[src/rtl/uart_irq_pkg.sv]
package uart_irq_pkg;
  localparam int unsigned NSRC = 4;
  localparam int unsigned EN_W = 6;

  typedef enum int unsigned {
    SRC_RX  = 0,
    SRC_TX  = 1,
    SRC_STT = 2,
    SRC_TXC = 3
  } src_e;

  localparam int unsigned EN_RXERR = 4;
  localparam int unsigned EN_BRK   = 5;

  localparam logic ADDR_FLAG = 1'b0;
  localparam logic ADDR_EN   = 1'b1;
endpackage

[src/rtl/uart_irq_flag.sv]
module uart_irq_flag #(
  parameter bit RST_VAL = 1'b0
) (
  input  logic clk_i,
  input  logic rst_ni,
  input  logic force_i,
  input  logic set_i,
  input  logic clr_i,
  input  logic wr_i,
  input  logic wdata_i,
  output logic q_o
);
  logic q;
  logic hold;

  assign hold = wr_i ? wdata_i : q;

  always_ff @(posedge clk_i or negedge rst_ni) begin
    if (!rst_ni)      q <= RST_VAL;
    else if (force_i) q <= RST_VAL;
    else              q <= set_i | (hold & ~clr_i);  // set wins
  end

  assign q_o = q;
endmodule

[src/rtl/uart_irq_prio.sv]
module uart_irq_prio #(
  parameter int unsigned N     = 4,
  parameter int unsigned VEC_W = 8
) (
  input  logic [N-1:0]     pend_i,
  output logic [N-1:0]     sel_o,
  output logic [VEC_W-1:0] vec_o
);
  logic [N:0] blk;
  assign blk[0] = 1'b0;

  for (genvar i = 0; i < N; i++) begin : g_chain
    assign sel_o[i]  = pend_i[i] & ~blk[i];
    assign blk[i+1]  = blk[i] | pend_i[i];
  end

  always_comb begin
    vec_o = '0;
    for (int i = 0; i < N; i++) begin
      if (sel_o[i]) vec_o = VEC_W'(2 * (i + 1));
    end
  end
endmodule

[src/rtl/uart_irq_unit.sv]
module uart_irq_unit
  import uart_irq_pkg::*;
#(
  parameter int unsigned DATA_W = 8,
  parameter int unsigned VEC_W  = 8
) (
  input  logic              clk_i,
  input  logic              rst_ni,
  input  logic              swrst_i,
  input  logic              gie_i,
  input  logic              dormant_i,
  input  logic              mp_mode_i,
  input  logic              ev_tx_ready_i,
  input  logic              ev_rx_char_i,
  input  logic              ev_rx_err_i,
  input  logic              ev_rx_addr_i,
  input  logic              ev_rx_brk_i,
  input  logic              ev_start_i,
  input  logic              ev_tx_done_i,
  input  logic              txbuf_wr_i,
  input  logic              rxbuf_rd_i,
  input  logic              reg_wr_i,
  input  logic              reg_addr_i,
  input  logic [DATA_W-1:0] reg_wdata_i,
  output logic [DATA_W-1:0] reg_rdata_o,
  input  logic              vec_rd_i,
  input  logic              vec_wr_i,
  output logic [VEC_W-1:0]  vec_o,
  output logic              irq_o,
  output logic              brk_o
);
  logic [NSRC-1:0] flag_q;
  logic [NSRC-1:0] flag_set;
  logic [NSRC-1:0] flag_clr;
  logic [NSRC-1:0] auto_clr;
  logic [NSRC-1:0] pend;
  logic [NSRC-1:0] sel;
  logic [EN_W-1:0] en_q;
  logic            brk_q;
  logic            brk_hit;
  logic            rx_ok;
  logic            wr_flag;
  logic            wr_en;
  logic            unused_wdata;

  assign unused_wdata = ^reg_wdata_i[DATA_W-1:EN_W];

  assign wr_flag = reg_wr_i & (reg_addr_i == ADDR_FLAG);
  assign wr_en   = reg_wr_i & (reg_addr_i == ADDR_EN);

  // receive qualification: error rule, then dormant rule
  assign brk_hit = ev_rx_brk_i & en_q[EN_BRK];
  assign rx_ok   = ev_rx_char_i
                 & (~ev_rx_err_i | en_q[EN_RXERR])
                 & (~dormant_i | (mp_mode_i & ev_rx_addr_i));

  assign flag_set[SRC_RX]  = rx_ok | brk_hit;
  assign flag_set[SRC_TX]  = ev_tx_ready_i;
  assign flag_set[SRC_STT] = ev_start_i;
  assign flag_set[SRC_TXC] = ev_tx_done_i;

  assign auto_clr[SRC_RX]  = rxbuf_rd_i;
  assign auto_clr[SRC_TX]  = txbuf_wr_i;
  assign auto_clr[SRC_STT] = 1'b0;
  assign auto_clr[SRC_TXC] = 1'b0;

  assign flag_clr = auto_clr
                  | ({NSRC{vec_rd_i}} & sel)
                  | {NSRC{vec_wr_i}};

  for (genvar i = 0; i < NSRC; i++) begin : g_flag
    uart_irq_flag #(
      .RST_VAL(i == SRC_TX)
    ) u_flag (
      .clk_i   (clk_i),
      .rst_ni  (rst_ni),
      .force_i (swrst_i),
      .set_i   (flag_set[i]),
      .clr_i   (flag_clr[i]),
      .wr_i    (wr_flag),
      .wdata_i (reg_wdata_i[i]),
      .q_o     (flag_q[i])
    );
  end

  always_ff @(posedge clk_i or negedge rst_ni) begin
    if (!rst_ni) begin
      en_q <= '0;
    end else if (swrst_i) begin
      en_q[SRC_RX] <= 1'b0;
      en_q[SRC_TX] <= 1'b0;
    end else if (wr_en) begin
      en_q <= reg_wdata_i[EN_W-1:0];
    end
  end

  always_ff @(posedge clk_i or negedge rst_ni) begin
    if (!rst_ni)         brk_q <= 1'b0;
    else if (swrst_i)    brk_q <= 1'b0;
    else if (brk_hit)    brk_q <= 1'b1;
    else if (rxbuf_rd_i) brk_q <= 1'b0;
  end

  assign pend = flag_q & en_q[NSRC-1:0];

  uart_irq_prio #(
    .N     (NSRC),
    .VEC_W (VEC_W)
  ) u_prio (
    .pend_i (pend),
    .sel_o  (sel),
    .vec_o  (vec_o)
  );

  assign irq_o = gie_i & (|pend);
  assign brk_o = brk_q;

  always_comb begin
    reg_rdata_o = '0;
    if (reg_addr_i == ADDR_FLAG) reg_rdata_o[NSRC:0] = {brk_q, flag_q};
    else                         reg_rdata_o[EN_W-1:0] = en_q;
  end
endmodule

[config.mk]
export PLATFORM = sky130hd
export DESIGN_NAME = uart_irq_unit
export DESIGN_NICKNAME = d
export VERILOG_FILES = /design/src/rtl/uart_irq_pkg.sv /design/src/rtl/uart_irq_flag.sv /design/src/rtl/uart_irq_prio.sv /design/src/rtl/uart_irq_unit.sv
export SDC_FILE = /design/constraint.sdc
export NUM_CORES = 1
export LEC_CHECK = 0
export BUFFER_PORTS_ARGS = -buffer_cell sky130_fd_sc_hd__buf_4
export CELL_PAD_IN_SITES_DETAIL_PLACEMENT = 2
export CELL_PAD_IN_SITES_GLOBAL_PLACEMENT = 2
export CORE_ASPECT_RATIO = 1.25
export CORE_MARGIN = 5
export CORE_UTILIZATION = 23
export DETAILED_ROUTE_END_ITERATION = 8
export PLACE_DENSITY_LB_ADDON = 0.1
export SKIP_CTS_REPAIR_TIMING = 1
export SLEW_MARGIN = 20
export SYNTH_ARGS = -nofsm -noshare
export SYNTH_HDL_FRONTEND = slang
export SYNTH_SLANG_ARGS = --single-unit
[constraint.sdc]
create_clock -name clk_i -period 1.28 [get_ports clk_i]
set_input_delay 0.192 -clock clk_i [delete_from_list [all_inputs] [get_ports clk_i]]
set_output_delay 0.192 -clock clk_i [all_outputs]
set_load 0.05 [all_outputs]
**After elaboration in Yosys (flattened, before gate mapping)**

Cells that the tools add are included.

- Add/subtract/negate cells: 0
- Multiply operators: 0
- Divide/modulo/power cells: 0
- $lt $le $gt $ge: 0
- Equality and inequality tests: 0
- Shift-type cells: 0
- Mux-type cells: 19
- Bitwise gates (word level): 38
- Reduce and logical (&&, ||, !) cells: 4

Operators by type and width:

| kind | count |
|---|---|
| 2-to-1 mux 8 bit | 3 |
| AND 1 bit | 14 |
| 2-to-1 mux 1 bit | 12 |
| NOT 1 bit | 11 |
| OR 1 bit | 9 |
| AND 4 bit | 2 |
| 2-to-1 mux 2 bit | 3 |
| 2-to-1 mux 5 bit | 1 |
| OR 2 x 4 -> 4 bit | 1 |
| OR 4 bit | 1 |
| OR reduction 4 bit | 1 |
| nonzero test 3 bit | 1 |
| AND reduction 2 bit | 1 |
| nonzero test 2 bit | 1 |

- Register bits after elaboration: 11
- Latch bits: 0
- Memory bits (writable): 0
- Memory bits (read-only): 0
- Input bits: 27
- Output and inout port bits: 18
- Word-level logic and storage cells: 68
- Memories: 0

**Longest topological paths before layout**

- Depth after elaboration: 12
- Mapped depth: 4
- Gate-level depth less buffers: 3

**Modules after synthesis**

From an unflattened synthesis, not the netlist that was laid out.

- Cell total of the unflattened synthesis: 76
- Area total of the unflattened synthesis: 794.5 um^2

By module, submodules not included:

| module | times used | cells an instance | area each (um^2) | seq. area each (um^2) |
|---|---|---|---|---|
| uart_irq_unit | 1 | 45 | 501.7 | 175.2 |
| uart_irq_flag at g_flag[0].u_flag ... | 3 | 4 | 48.8 | 25.0 |
| uart_irq_prio | 1 | 15 | 101.3 | 0.0 |
| uart_irq_flag at g_flag[1].u_flag | 1 | 4 | 45.0 | 26.3 |

**Worst setup path after synthesis**

No wires, ideal clock.

- Path kind: register -> output
- From: register g_flag[1].u_flag.q
- To: output vec_o[2]
- Arrival time: 1702 ps
- Required time: 1088 ps
- Path slack: -614 ps
- Cell stages (with the launch flop): 3
- Path buffers: 0
- Path through: dfstp_2 > nand2_1 > a21boi_0

- Cells in the longest elaborated chain, start to end: 6
- Elaborated cells on any way between the ends: 11
- Those cells by class: mux: 3; bitwise: 8

RTL lines:

| element | RTL line | text |
|---|---|---|
| start: declaration | uart_irq_flag.sv:13 | `logic q;` |
| start signal: assignment | uart_irq_flag.sv:21 | `else q <= set_i \| (hold & ~clr_i);` |
| AND 4 bit (*) | uart_irq_unit.sv:104 | `assign pend = flag_q & en_q[NSRC-1:0];` |
| OR 1 bit | uart_irq_prio.sv:14 | `assign blk[i+1] = blk[i] \| pend_i[i];` |
| NOT 1 bit / OR 1 bit (equally long branches) | uart_irq_prio.sv:13, uart_irq_prio.sv:14 |  |
| AND 1 bit / NOT 1 bit (equally long branches) | uart_irq_prio.sv:13 | `assign sel_o[i] = pend_i[i] & ~blk[i];` |
| 2-to-1 mux 8 bit / AND 1 bit (equally long branches) | uart_irq_prio.sv:20, uart_irq_prio.sv:13 |  |
| 2-to-1 mux 8 bit (*) | uart_irq_prio.sv:20 | `if (sel_o[i]) vec_o = VEC_W'(2 * (i + 1));` |
| end: declaration | uart_irq_unit.sv:28 | `output logic [VEC_W-1:0] vec_o,` |

Every way passes the cells marked *; elsewhere a longest branch is shown, timed or not.

**Worst setup path after layout**

- From: register en_q[0]
- To: output irq_o

- Cells in the longest elaborated chain, start to end: 3

RTL lines:

| element | RTL line | text |
|---|---|---|
| start: declaration | uart_irq_unit.sv:38 | `logic [EN_W-1:0] en_q;` |
| start signal: assignment | uart_irq_unit.sv:93 | `en_q <= reg_wdata_i[EN_W-1:0];` |
| AND 4 bit | uart_irq_unit.sv:104 |  |
| OR reduction 4 bit | uart_irq_unit.sv:115 | `assign irq_o = gie_i & (\|pend);` |
| AND 1 bit | uart_irq_unit.sv:115 |  |
| end: declaration | uart_irq_unit.sv:29 | `output logic irq_o,` |

No other way between the ends.

==> impl_metrics.json <==
{
  "report.final.slew_viol_count": 0,
  "cts_buffers": 3,
  "place.gp.congestion": 0.760,
  "ys.flop_type": "dfrtp_1",
  "drtIter0Drc": 6,
  "clkSinkCount": 11,
  "ant_nets": 0,
  "areaGrowthSynthToFinish_pct": 67.2,
  "avgViaCountPerCell": 4.60,
  "tritoncts": "done",
  "die_x_um": 61.7,
  "die-area_mm2": 0.00460,
  "crit_path_max_incr_delay_ns": 0.39,
  "fin_skew_ns": 0.000126,
  "grt_pass1_vias": 833,
  "cts_root_buf": "clkbuf_8",
  "drive_above_1_share": 0.587,
  "async_flop_share": 1.00,
  "leakage_nw": 0.643,
  "core_mm2": 0.00322,
  "synth-edff-count": 0,
  "hold_viol_final": 0,
  "rsz0062_at_grt": "yes",
  "outcome": "finished, violations left",
  "grt_use_total": 0.117,
  "path_buf_inv": 1,
  "wl_um": 2520,
  "antenna_found_initial": 0,
  "min_period_ns": 1.55,
  "power_density_mw_per_mm2": 1080,
  "clk_pin_slew_ns": 0.05,
  "crit_cells": 4,
  "ir_worst_vdd_v": 0.000531,
  "clk_latency_ns": 0.23,
  "cp_cell_sequence": "a22oi_2, nand2_1, o21a_2, buf_6",
  "dp_hpwl_um": 2040,
  "yosys_warnings": 0,
  "vias": 750,
  "synthCells": 76,
  "finalWorstSetupSlack_ns": -0.269,
  "row_count": 23,
  "setup_viol": 7,
  "drc_errors": 0,
  "ys_types": 31,
  "violations": "setup timing",
  "finalCritPeriodShare": 1.21,
  "grt_pass1_wl_um": 3890,
  "worst_setup_path_start_kind": "flip-flop",
  "total_power_mw": 1.38,
  "crit_family": "compound AO/OA/AOI/OAI gates",
  "crit_path_max_fanout": 4,
  "cts_max_level": 1,
  "ys_seq_area_frac": 0.361,
  "ys_seq_elements": 11,
  "grt_max_degree": 12,
  "fin_setup_tns_ns": -1.19,
  "min_path_cells": 2,
  "pin_count": 45,
  "dieHeight_um": 74.6,
  "worstHoldPathType": "input pin to flip-flop",
  "antenna_cells": 0,
  "crit_path_top_delay_cell": "dfrtp_1",
  "overflow": 0,
  "io_buffers": 35,
  "fin_nets": 154,
  "cts_buffer_depth": 2,
  "syn_area_per_cell_um2": 10.1,
  "cap_violations": 0,
  "dr.pass1.iters": 4,
  "crit_type": "flip-flop to output port",
  "final.fill_count": 375,
  "cp-end-kind": "output port",
  "fmax_ghz": 0.645,
  "syn_area_um2": 767,
  "wl_per_cell_um": 15.5,
  "required_ns": 1.09,
  "rr_worst_depth": 4,
  "start_util": 0.238,
  "crit_arrival_ns": 1.36
}
## state kept, by name (all words and copies together), names as in the netlist
| name | count |
|---|---|
| en_q | 6 |
| g_flag.u_flag.q_o | 4 |
| brk_o | 1 |
## layout make-up
type                            instances  area [µm²]  share of cell area
Clock buffer                            4        45.0              0.0351
Timing Repair Buffer                   50         434               0.339
Tap cell                               37        46.3              0.0361
Inverter                                4        15.0              0.0117
Sequential cell                        11         277               0.216
Multi-Input combinational cell         57         465               0.363
## final timing paths
kind	startpoint	endpoint	slack [ns]
min in group asynchronous	rst_ni	en_q[2]	0.33
setup / recovery	en_q[0]	irq_o	-0.27
setup reg to reg	g_flag[1].u_flag.q_o	g_flag[3].u_flag.q_o	0.02
max in group asynchronous	rst_ni	g_flag[1].u_flag.q_o	0.72
hold reg to reg	en_q[5]	en_q[5]	0.53
hold / removal	ev_tx_ready_i	g_flag[1].u_flag.q_o	0.18
## layer usage
metal	vias up	global-route usage	part of all wire
li1	355	-	-
met1	367	0.129	0.35
met2	26	0.206	0.57
met3	2	0.0139	0.061
met4	0	0.0708	0.013
met5	-	0	0
## kinds of logic after synthesis
group / Yosys count / share of synthesized area
AO/OA/AOI/OAI: 13 / 0.127
buffers and inverters: 14 / 0.127
flip-flops: 11 / 0.361
multiplexers: 12 / 0.197
other: 1 / 0.00489
AND/OR/NAND/NOR: 25 / 0.183
## placed cells by master (no fill, tap or decap), drive strengths merged
cell	netlist	final
or3b	1	1
a21oi	3	3
nor2	1	1
clkbuf	0	4
nand4	1	1
mux2i	2	2
a311o	1	1
inv	4	4
mux2	10	10
dlygate4sd3	0	1
o32ai	2	2
dfrtp	10	10
o211ai	1	1
nand2b	1	1
conb	1	7
a311oi	1	1
a21boi	1	1
nand2	10	10
a221o	1	1
and2	2	2
or2	2	2
nor2b	1	1
and3	1	1
and4	2	2
o21a	1	1
dfstp	1	1
a31oi	1	1
buf	10	49
nand3	3	3
a22oi	1	1
## power breakdown
group | internal, mW | switching (mW) | total (mW)
clock network | 0.218 | 0.127 | 0.345
logic | 0.280 | 0.336 | 0.616
registers | 0.390 | 0.0316 | 0.422
## synthesized netlist by cell type, types with 2 or more instances
master / instances / share of area
dfrtp_1: 10 / 0.33
and2_1: 2 / 0.016
buf_4: 8 / 0.078
o32ai_1: 2 / 0.023
mux2_2: 5 / 0.073
mux2_4: 5 / 0.098
buf_6: 2 / 0.029
and4_1: 2 / 0.023
nand2_1: 10 / 0.049
a21oi_1: 3 / 0.020
mux2i_1: 2 / 0.026
nand3_1: 3 / 0.020
inv_1: 4 / 0.020
## worst register-to-register path: stages, from the launching register on
cell,delay (ns)
dfstp_2,0.54
a22oi_2,0.09
buf_4,0.15
and4_1,0.20
o32ai_2,0.19
## stage by stage
step / setup slack [ns] / instances / utilization / instance area, µm² / hold WS [ns]
after floorplan: 0.00588 / 82 / - / 798 / -0.104
after CTS: -0.353 / 158 / 0.355 / 1140 / -0.214
after detailed placement: -0.0850 / 154 / 0.341 / 1100 / 0.0420
after global routing: -0.345 / 163 / 0.398 / 1280 / 0.184
final: -0.269 / 163 / 0.398 / 1280 / 0.180
after global placement: -0.0711 / 154 / 0.341 / 1100 / 0.0362
Power figures use the tool's default switching activity.
